<file path="config.mk">
export PLATFORM = sky130hd
export DESIGN_NAME = uart_fifo_core
export DESIGN_NICKNAME = d
export VERILOG_FILES = /design/src/rtl/uart_pkg.sv /design/src/rtl/uart_baud_gen.sv /design/src/rtl/uart_fifo.sv /design/src/rtl/uart_tx_eng.sv /design/src/rtl/uart_rx_eng.sv /design/src/rtl/uart_fifo_core.sv
export SDC_FILE = /design/constraint.sdc
export NUM_CORES = 1
export LEC_CHECK = 0
export ABC_CLOCK_PERIOD_IN_PS = 6100
export BUFFER_PORTS_ARGS = -buffer_cell sky130_fd_sc_hd__buf_2
export CAP_MARGIN = 20
export CORE_MARGIN = 8
export CORE_UTILIZATION = 60
export CTS_CLUSTER_DIAMETER = 120
export DETAILED_ROUTE_END_ITERATION = 16
export PLACE_DENSITY = 0.87
export SYNTH_ARGS = -nofsm -noshare
export SYNTH_HDL_FRONTEND = slang
export SYNTH_HIERARCHICAL = 1
export SYNTH_SLANG_ARGS = --single-unit
</file>
<file path="constraint.sdc">
create_clock -name clk -period 6.1 [get_ports clk]
set_clock_uncertainty 0.1 [all_clocks]
set_input_delay 1.22 -clock clk [delete_from_list [all_inputs] [get_ports clk]]
set_output_delay 1.22 -clock clk [all_outputs]
set_load 0.02 [all_outputs]
</file>
<file path="src/rtl/uart_pkg.sv">
`timescale 1ns/1ps
package uart_pkg;
   localparam int BUS_W = 16;
   localparam int ADDR_W = 3;

   localparam logic [ADDR_W-1:0] A_DIV_HI = 3'd0;
   localparam logic [ADDR_W-1:0] A_DIV_LO = 3'd1;
   localparam logic [ADDR_W-1:0] A_FRAME  = 3'd2;
   localparam logic [ADDR_W-1:0] A_CTRL   = 3'd3;
   localparam logic [ADDR_W-1:0] A_DATA   = 3'd4;
   localparam logic [ADDR_W-1:0] A_LEVEL  = 3'd5;
   localparam logic [ADDR_W-1:0] A_COUNT  = 3'd6;
   localparam logic [ADDR_W-1:0] A_FLAGS  = 3'd7;

   typedef enum logic [2:0] {S_IDLE, S_START, S_DATA, S_PAR, S_STOP} ser_st_e;

   // packed so that the field order matches the frame register bits 6..0
   typedef struct packed {
      logic       loopback;
      logic       two_stop;
      logic       par_even;
      logic       par_en;
      logic [2:0] len_m1;
   } frame_cfg_t;

   // packed so that the field order matches the control register bits 6..0
   typedef struct packed {
      logic rx_ie;
      logic tx_ie;
      logic rxf_run;
      logic txf_run;
      logic run;
      logic rx_en;
      logic tx_en;
   } ctrl_t;
endpackage

</file>
<file path="src/rtl/uart_baud_gen.sv">
`timescale 1ns/1ps
module uart_baud_gen #(
   parameter int DIV_W = 16
) (
   input  logic             clk,
   input  logic             rst_n,
   input  logic             run,
   input  logic [DIV_W-1:0] divisor,
   output logic             tick
);
   localparam int CW = DIV_W + 1;

   logic [CW-1:0] cnt;
   logic [CW-1:0] last;

   // sample period is divisor+1 clocks, except that zero means two clocks
   assign last = (divisor == '0) ? CW'(1) : {1'b0, divisor};

   always_ff @(posedge clk or negedge rst_n) begin
      if (!rst_n) begin
         cnt  <= '0;
         tick <= 1'b0;
      end else if (!run) begin
         cnt  <= '0;
         tick <= 1'b0;
      end else if (cnt >= last) begin
         cnt  <= '0;
         tick <= 1'b1;
      end else begin
         cnt  <= cnt + 1'b1;
         tick <= 1'b0;
      end
   end

   assert_tick_gap_R2: assert property (@(posedge clk) disable iff (!rst_n)
      tick |=> !tick);
endmodule

</file>
<file path="src/rtl/uart_fifo.sv">
`timescale 1ns/1ps
module uart_fifo #(
   parameter int W     = 8,
   parameter int DEPTH = 16
) (
   input  logic                       clk,
   input  logic                       rst_n,
   input  logic                       clr,
   input  logic                       push,
   input  logic [W-1:0]               din,
   input  logic                       pop,
   output logic [W-1:0]               dout,
   output logic [$clog2(DEPTH+1)-1:0] count,
   output logic                       full,
   output logic                       empty
);
   localparam int AW = $clog2(DEPTH);
   localparam int CW = $clog2(DEPTH+1);

   if (DEPTH < 2 || (1 << AW) != DEPTH) begin : g_bad_depth
      $error("uart_fifo: DEPTH must be a power of two, at least 2");
   end

   logic [W-1:0]  mem [DEPTH];
   logic [AW-1:0] wr_ptr, rd_ptr;
   logic          do_push, do_pop;

   assign full    = (count == CW'(DEPTH));
   assign empty   = (count == '0);
   assign do_push = push && !full;
   assign do_pop  = pop && !empty;
   assign dout    = mem[rd_ptr];

   always_ff @(posedge clk) begin
      if (do_push && !clr) mem[wr_ptr] <= din;
   end

   always_ff @(posedge clk or negedge rst_n) begin
      if (!rst_n) begin
         wr_ptr <= '0;
         rd_ptr <= '0;
         count  <= '0;
      end else if (clr) begin
         wr_ptr <= '0;
         rd_ptr <= '0;
         count  <= '0;
      end else begin
         if (do_push) wr_ptr <= wr_ptr + 1'b1;
         if (do_pop)  rd_ptr <= rd_ptr + 1'b1;
         count <= count + CW'(do_push) - CW'(do_pop);
      end
   end

   assert_full_drops_R4: assert property (@(posedge clk) disable iff (!rst_n)
      (full && push && !pop && !clr) |=> full);
endmodule

</file>
<file path="src/rtl/uart_tx_eng.sv">
`timescale 1ns/1ps
module uart_tx_eng
   import uart_pkg::*;
(
   input  logic       clk,
   input  logic       rst_n,
   input  logic       en,
   input  logic       tick,
   input  frame_cfg_t cfg,
   input  logic       avail_i,
   input  logic [7:0] data_i,
   output logic       pop_o,
   output logic       line_o
);
   ser_st_e    st;
   logic [2:0] s, bitn;
   logic [7:0] sh, masked;
   logic       par, stop2;

   assign masked = data_i & (8'hFF >> (3'd7 - cfg.len_m1));
   assign pop_o  = en && tick && (st == S_IDLE) && avail_i;

   always_comb begin
      unique case (st)
         S_START: line_o = 1'b0;
         S_DATA:  line_o = sh[0];
         S_PAR:   line_o = par;
         default: line_o = 1'b1;
      endcase
   end

   always_ff @(posedge clk or negedge rst_n) begin
      if (!rst_n) begin
         st <= S_IDLE; s <= '0; bitn <= '0; sh <= '0; par <= 1'b0; stop2 <= 1'b0;
      end else if (!en) begin
         st <= S_IDLE;
         s  <= '0;
      end else if (tick) begin
         if (st == S_IDLE) begin
            if (avail_i) begin
               st  <= S_START;
               s   <= '0;
               sh  <= masked;
               par <= cfg.par_even ? ^masked : ~^masked;
            end
         end else begin
            s <= s + 1'b1;
            if (s == 3'd7) begin
               unique case (st)
                  S_START: begin
                     st   <= S_DATA;
                     bitn <= '0;
                  end
                  S_DATA: begin
                     sh <= sh >> 1;
                     if (bitn == cfg.len_m1) begin
                        st    <= cfg.par_en ? S_PAR : S_STOP;
                        stop2 <= cfg.two_stop;
                     end else begin
                        bitn <= bitn + 1'b1;
                     end
                  end
                  S_PAR: begin
                     st    <= S_STOP;
                     stop2 <= cfg.two_stop;
                  end
                  default: begin
                     if (stop2) stop2 <= 1'b0;
                     else       st    <= S_IDLE;
                  end
               endcase
            end
         end
      end
   end

   assert_line_high_R12: assert property (@(posedge clk) disable iff (!rst_n)
      !en |=> line_o);
endmodule

</file>
<file path="src/rtl/uart_rx_eng.sv">
`timescale 1ns/1ps
module uart_rx_eng
   import uart_pkg::*;
#(
   parameter int SYNC = 2
) (
   input  logic       clk,
   input  logic       rst_n,
   input  logic       en,
   input  logic       tick,
   input  frame_cfg_t cfg,
   input  logic       rx_i,
   input  logic       loop_i,
   output logic       push_o,
   output logic [7:0] data_o
);
   if (SYNC < 1) begin : g_bad_sync
      $error("uart_rx_eng: SYNC must be at least 1");
   end

   logic synced;

   if (SYNC == 1) begin : g_sync1
      logic q;
      always_ff @(posedge clk or negedge rst_n)
         if (!rst_n) q <= 1'b1; else q <= rx_i;
      assign synced = q;
   end else begin : g_syncn
      logic [SYNC-1:0] q;
      always_ff @(posedge clk or negedge rst_n)
         if (!rst_n) q <= '1; else q <= {q[SYNC-2:0], rx_i};
      assign synced = q[SYNC-1];
   end

   ser_st_e    st;
   logic [2:0] s, bitn;
   logic [7:0] sh;
   logic       a, b, line, maj;

   assign line = cfg.loopback ? loop_i : synced;
   assign maj  = (a & b) | (a & line) | (b & line);

   always_ff @(posedge clk or negedge rst_n) begin
      if (!rst_n) begin
         st <= S_IDLE; s <= '0; bitn <= '0; sh <= '0;
         a <= 1'b1; b <= 1'b1; push_o <= 1'b0; data_o <= '0;
      end else begin
         push_o <= 1'b0;
         if (!en) begin
            st <= S_IDLE;
            s  <= '0;
         end else if (tick) begin
            s <= s + 1'b1;
            if (s == 3'd3) a <= line;
            if (s == 3'd4) b <= line;
            unique case (st)
               S_IDLE: begin
                  s <= '0;
                  if (!line) begin
                     st <= S_START;
                     s  <= 3'd1;
                  end
               end
               S_START: begin
                  if ((s <= 3'd4 && line) || (s == 3'd5 && maj)) begin
                     st <= S_IDLE;
                     s  <= '0;
                  end else if (s == 3'd7) begin
                     st   <= S_DATA;
                     bitn <= '0;
                  end
               end
               S_DATA: begin
                  if (s == 3'd5) sh <= {maj, sh[7:1]};
                  if (s == 3'd7) begin
                     if (bitn == cfg.len_m1) st <= cfg.par_en ? S_PAR : S_STOP;
                     else                    bitn <= bitn + 1'b1;
                  end
               end
               S_PAR: begin
                  if (s == 3'd7) st <= S_STOP;
               end
               default: begin
                  if (s == 3'd5) begin
                     push_o <= 1'b1;
                     data_o <= sh >> (3'd7 - cfg.len_m1);
                     st     <= S_IDLE;
                     s      <= '0;
                  end
               end
            endcase
         end
      end
   end

   assert_push_on_tick_R5: assert property (@(posedge clk) disable iff (!rst_n)
      push_o |-> $past(tick));
endmodule

</file>
<file path="src/rtl/uart_fifo_core.sv">
`timescale 1ns/1ps
module uart_fifo_core
   import uart_pkg::*;
#(
   parameter int DEPTH = 16,
   parameter int LVL_W = 5,
   parameter int SYNC  = 2
) (
   input  logic              clk,
   input  logic              rst_n,
   input  logic              bus_wr,
   input  logic              bus_rd,
   input  logic [ADDR_W-1:0] bus_addr,
   input  logic [BUS_W-1:0]  bus_wdata,
   output logic [BUS_W-1:0]  bus_rdata,
   input  logic              ser_rx,
   output logic              ser_tx,
   output logic              irq_tx,
   output logic              irq_rx
);
   localparam int CNT_W = $clog2(DEPTH+1);
   localparam int DIV_W = 16;

   if (CNT_W > 8 || LVL_W > 8 || LVL_W < 1) begin : g_bad_width
      $error("uart_fifo_core: counts and levels must fit in 8 bits");
   end

   logic [7:0]       div_hi, div_lo;
   frame_cfg_t       cfg;
   ctrl_t            ctl;
   logic [LVL_W-1:0] tx_lvl, rx_lvl;
   logic             tx_ovf, rx_ovr;
   logic             tick;

   logic             tx_push, tx_pop, tx_full, tx_empty;
   logic [7:0]       tx_head;
   logic [CNT_W-1:0] tx_cnt;
   logic             rx_pop, rx_full, rx_empty, rx_got;
   logic [7:0]       rx_head, rx_char;
   logic [CNT_W-1:0] rx_cnt;
   logic             tx_line;

   wire unused_wdata = ^bus_wdata;

   assign tx_push = bus_wr && (bus_addr == A_DATA) && ctl.txf_run;
   assign rx_pop  = bus_rd && (bus_addr == A_DATA);

   always_ff @(posedge clk or negedge rst_n) begin
      if (!rst_n) begin
         div_hi <= '0;
         div_lo <= '0;
         cfg    <= '0;
         ctl    <= '0;
         tx_lvl <= '0;
         rx_lvl <= '1;
         tx_ovf <= 1'b0;
         rx_ovr <= 1'b0;
      end else begin
         if (bus_wr) begin
            unique case (bus_addr)
               A_DIV_HI: div_hi <= bus_wdata[7:0];
               A_DIV_LO: div_lo <= bus_wdata[7:0];
               A_FRAME:  cfg    <= bus_wdata[6:0];
               A_CTRL:   ctl    <= bus_wdata[6:0];
               A_LEVEL: begin
                  tx_lvl <= bus_wdata[LVL_W-1:0];
                  rx_lvl <= bus_wdata[8+LVL_W-1:8];
               end
               A_FLAGS: begin
                  if (bus_wdata[1]) tx_ovf <= 1'b0;
                  if (bus_wdata[2]) rx_ovr <= 1'b0;
               end
               default: ;
            endcase
         end
         if (tx_push && tx_full)                 tx_ovf <= 1'b1;
         if (rx_got && ctl.rxf_run && rx_full)   rx_ovr <= 1'b1;
      end
   end

   always_comb begin
      unique case (bus_addr)
         A_DIV_HI: bus_rdata = {8'h00, div_hi};
         A_DIV_LO: bus_rdata = {8'h00, div_lo};
         A_FRAME:  bus_rdata = BUS_W'(cfg);
         A_CTRL:   bus_rdata = BUS_W'(ctl);
         A_DATA:   bus_rdata = {8'h00, rx_head};
         A_LEVEL:  bus_rdata = {8'(rx_lvl), 8'(tx_lvl)};
         A_COUNT:  bus_rdata = {8'(rx_cnt), 8'(tx_cnt)};
         default:  bus_rdata = {13'h0, rx_ovr, tx_ovf, ctl.txf_run && !tx_full};
      endcase
   end

   assign irq_tx = ctl.tx_ie && ctl.txf_run && (8'(tx_cnt) <= 8'(tx_lvl));
   assign irq_rx = ctl.rx_ie && ctl.rxf_run && (8'(rx_cnt) >= 8'(rx_lvl));

   uart_baud_gen #(.DIV_W(DIV_W)) i_baud (
      .clk(clk), .rst_n(rst_n), .run(ctl.run),
      .divisor({div_hi, div_lo}), .tick(tick)
   );

   uart_fifo #(.W(8), .DEPTH(DEPTH)) i_txq (
      .clk(clk), .rst_n(rst_n), .clr(!ctl.txf_run),
      .push(tx_push), .din(bus_wdata[7:0]), .pop(tx_pop),
      .dout(tx_head), .count(tx_cnt), .full(tx_full), .empty(tx_empty)
   );

   uart_fifo #(.W(8), .DEPTH(DEPTH)) i_rxq (
      .clk(clk), .rst_n(rst_n), .clr(!ctl.rxf_run),
      .push(rx_got), .din(rx_char), .pop(rx_pop),
      .dout(rx_head), .count(rx_cnt), .full(rx_full), .empty(rx_empty)
   );

   uart_tx_eng i_tx (
      .clk(clk), .rst_n(rst_n), .en(ctl.run && ctl.tx_en), .tick(tick),
      .cfg(cfg), .avail_i(!tx_empty), .data_i(tx_head),
      .pop_o(tx_pop), .line_o(tx_line)
   );

   uart_rx_eng #(.SYNC(SYNC)) i_rx (
      .clk(clk), .rst_n(rst_n), .en(ctl.run && ctl.rx_en), .tick(tick),
      .cfg(cfg), .rx_i(ser_rx), .loop_i(tx_line),
      .push_o(rx_got), .data_o(rx_char)
   );

   assign ser_tx = tx_line;

   assert_tx_ovf_R4: assert property (@(posedge clk) disable iff (!rst_n)
      (tx_push && tx_full) |=> tx_ovf);
   assert_rx_ovr_R7: assert property (@(posedge clk) disable iff (!rst_n)
      (rx_got && ctl.rxf_run && rx_full) |=> rx_ovr);
   assert_rx_keep_R7: assert property (@(posedge clk) disable iff (!rst_n)
      (rx_full && !rx_pop && ctl.rxf_run) |=> rx_full);
   assert_idle_line_R12: assert property (@(posedge clk) disable iff (!rst_n)
      (!ctl.run && $past(!ctl.run)) |-> ser_tx);
   assert_irq_quiet_R8: assert property (@(posedge clk) disable iff (!rst_n)
      rx_empty |-> (!irq_rx || rx_lvl == '0));
endmodule

</file>
==> results by group <==
Run status
  • Outcome: complete, no violations

Routing
  • DRT Wirelength: 43300 microns
  • Antenna Nets Post-Route: 0
  • Vias per cell: 6.55
  • Pre-antenna DRT Iters: 6
  • Routed len/inst: 24.3 microns
  • Initial DRC Count: 1368
  • # DRC: 0
  • Vias: 11.7k

Global routing
  • Grt total ovfl: 0
  • Total track usage: 23.0%
  • Vias in the first global route: 11.8k
  • Maximum number of pins on one net before global-route repair: 93
  • Met2 usage: 38.5%
  • Initial antenna violation count: 2
  • Gr busiest metal: met2
  • Global-route wire length before repair: 66000 microns
  • GRT met3 Usage: 4.72%
  • Routing usage on met1: between 20% and 30%

Synthesis
  • Syn_area_per_cell: between 10 and 15 sq um
  • Synth Cell Area: 0.0186 sq mm
  • Post-Syn Instances: 1313
  • Synth Warn #: 6

Clock network
  • H-tree level count: 2
  • Clock-pin slew on the worst setup and hold paths: 0.06 ns
  • Hold Buf Count CTS: 0
  • CTS tree: done
  • Worst-case clock buffer depth: 3
  • Clock sinks: 391
  • Post_cts resized: 0
  • CTS Buf Count: 41
  • CTS Root Cell: clkbuf_16
  • Worst-Skew Late Latency: ~0.54 ns
  • Setup Buffers After CTS: 0

Placement
  • RePlAce Congestion: 0.881
  • Port Buffers: 36
  • Placed Instances: ~1.7k
  • DP HPWL: between 20000 and 30000 microns

Die
  • Core Box Area: slightly above 0.03 sq mm
  • Site Rows: 64
  • Die footprint: 0.0369 sq mm
  • Die span in y: 192 microns
  • Die width: 192 microns
  • # IOs: 43
  • Starting density of the core: 60.8%

Finish
  • Core Util, Final: 66.8%
  • Nets@finish: 1436
  • Share of cells above drive strength 1: about a fifth
  • Fin cells: approximately 1.8k
  • Area Overhead vs Synth: 9.85%

Run
  • MaxCap Viol Count: 0

Pwr
  • Leakage power: 0.00729 uW
  • Max VDD drop: about 0.23 mV
  • Total chip power: 6130 uW
  • Power Density: 300 mW/mm^2

Worst setup path
  • Crit. End Element: output pin
  • CP Launch Type: flip-flop
  • Slowest-stage cell, CP: dfrtp_2
  • CP delay by family, top: flip-flops
  • Slowest cell delay on critical path: 0.97 ns
  • Buf/Inv on CP: 2
  • Critical-path cell list: buf_4 -> mux4_1 -> a22oi_1 -> nand2_1 -> mux2i_1 -> a2bb2oi_1 -> a21oi_1 -> buf_2
  • Critical path peak fanout: 30
  • Setup Crit Path Kind: reg2out
  • Worst endpoint required time: 4.78 ns
  • Arr. time, crit path: between 3 and 4 ns

STA
  • Worst slew margin: about 30%
  • Worst Tran Pin Value: 1.04 ns
  • Peak Freq: 204 MHz
  • WHS: 0.261 ns
  • Final setup fails: 0
  • Slew Viols, Final: 0
  • Final hold vios: 0
  • RSZ-0062 raised after global routing: false
  • Fin crit period: about 4.9 ns
  • Post-route setup TNS: 0 ns
  • Period Utilization, post-route: 80.4%

Hold path
  • Worst Hold Class: reg2reg
==> flip-flops by register name, indices dropped and copies added (netlist names), 4 cells and up <==
name          count
rx_lvl            5
cfg               7
i_rxq/wr_ptr      4
ctl               7
i_baud/cnt       17
i_rxq/rd_ptr      4
i_rxq/count       5
tx_lvl            5
i_rx/data_o       8
div_lo            8
i_txq/count       5
i_txq/mem       128
i_tx/sh           8
i_rxq/mem       128
i_txq/wr_ptr      4
i_txq/rd_ptr      4
i_rx/sh           8
div_hi            8
==> metal layers <==
| metal | up-vias | part of all wire [%] | wire length, microns |
|---|---|---|---|
| met2 | 620 | 49 | 21400 |
| li1 | 5038 | - | - |
| met4 | 2 | 4.2 | 1820 |
| met3 | 140 | 8.3 | 3610 |
| met1 | 5867 | 38 | 16500 |
| met5 | - | 0.030 | 13 |
==> final timing paths <==
kind                                              from                          end  cells after the start  slack, ns
max in group asynchronous                        rst_n      i_baud/cnt[3]$_DFF_PN0_                      2       4.09
setup / recovery           i_rxq/rd_ptr[0]$_DFFE_PN0P_                 bus_rdata[3]                      8       1.19
setup reg to reg              i_txq/count[3]$_DFF_PN0_     i_txq/count[4]$_DFF_PN0_                     18       2.20
hold / removal             i_rx/g_syncn.q[0]$_DFF_PN1_  i_rx/g_syncn.q[1]$_DFF_PN1_                      0       0.26
min in group asynchronous                        rst_n       i_tx/sh[2]$_DFFE_PN0P_                      1       0.67
hold reg to reg            i_rx/g_syncn.q[0]$_DFF_PN1_  i_rx/g_syncn.q[1]$_DFF_PN1_                      0       0.26
==> power breakdown <==
| part | leakage (uW) | switching [uW] | internal [uW] |
|---|---|---|---|
| Clock | 0.000689 | 1040 | 1610 |
| Sequential | 0.00381 | 94.0 | 2890 |
| Combinational | 0.00279 | 300 | 205 |
==> worst register-to-register path, stage by stage, from the launching register on <==
cell and delay (ns):
dfrtp_1 0.46, inv_1 0.11, ha_1 0.21, or4b_1 0.35
inv_1 0.08, inv_1 0.12, nand2_1 0.09, nor2_1 0.52
nand2_1 0.22, inv_1 0.11, ha_1 0.23, inv_1 0.06
ha_1 0.16, inv_1 0.06, fa_1 0.38, nor2b_1 0.20
o21bai_1 0.11, a21oi_1 0.15, nor3b_1 0.06
==> cells in the final DEF, fill, tap and decap left out, drive strengths merged, types with 45 or more instances in the layout <==
cell type  instances
buf               58
edfxtp           256
dfrtp            126
mux2i             53
ha                58
inv               76
nor2              70
clkbuf            51
mux4              54
o21ai             45
mux2              53
nand2             77
==> layout make-up <==
| type | count | area (sq um) |
|---|---|---|
| sequential | 391 | 11100 |
| fill | 1997 | 10100 |
| multi-input combinational | 782 | 6750 |
| clock buffer | 48 | 1080 |
| tap | 396 | 495 |
| timing repair buffer | 61 | 415 |
| clock inverter | 26 | 337 |
| inverter | 75 | 282 |
| antenna | 1 | 2.50 |
==> per-stage QoR <==
stage          setup slack [ns]  instance area [sq um]
6_report                   1.19                  20400
5_1_grt                    1.01                  20400
4_1_cts                    1.19                  20400
3_5_place_dp               1.76                  18900
3_3_place_gp               1.79                  18900
2_1_floorplan              2.48                  18600
(Power assumes the default switching activity.)
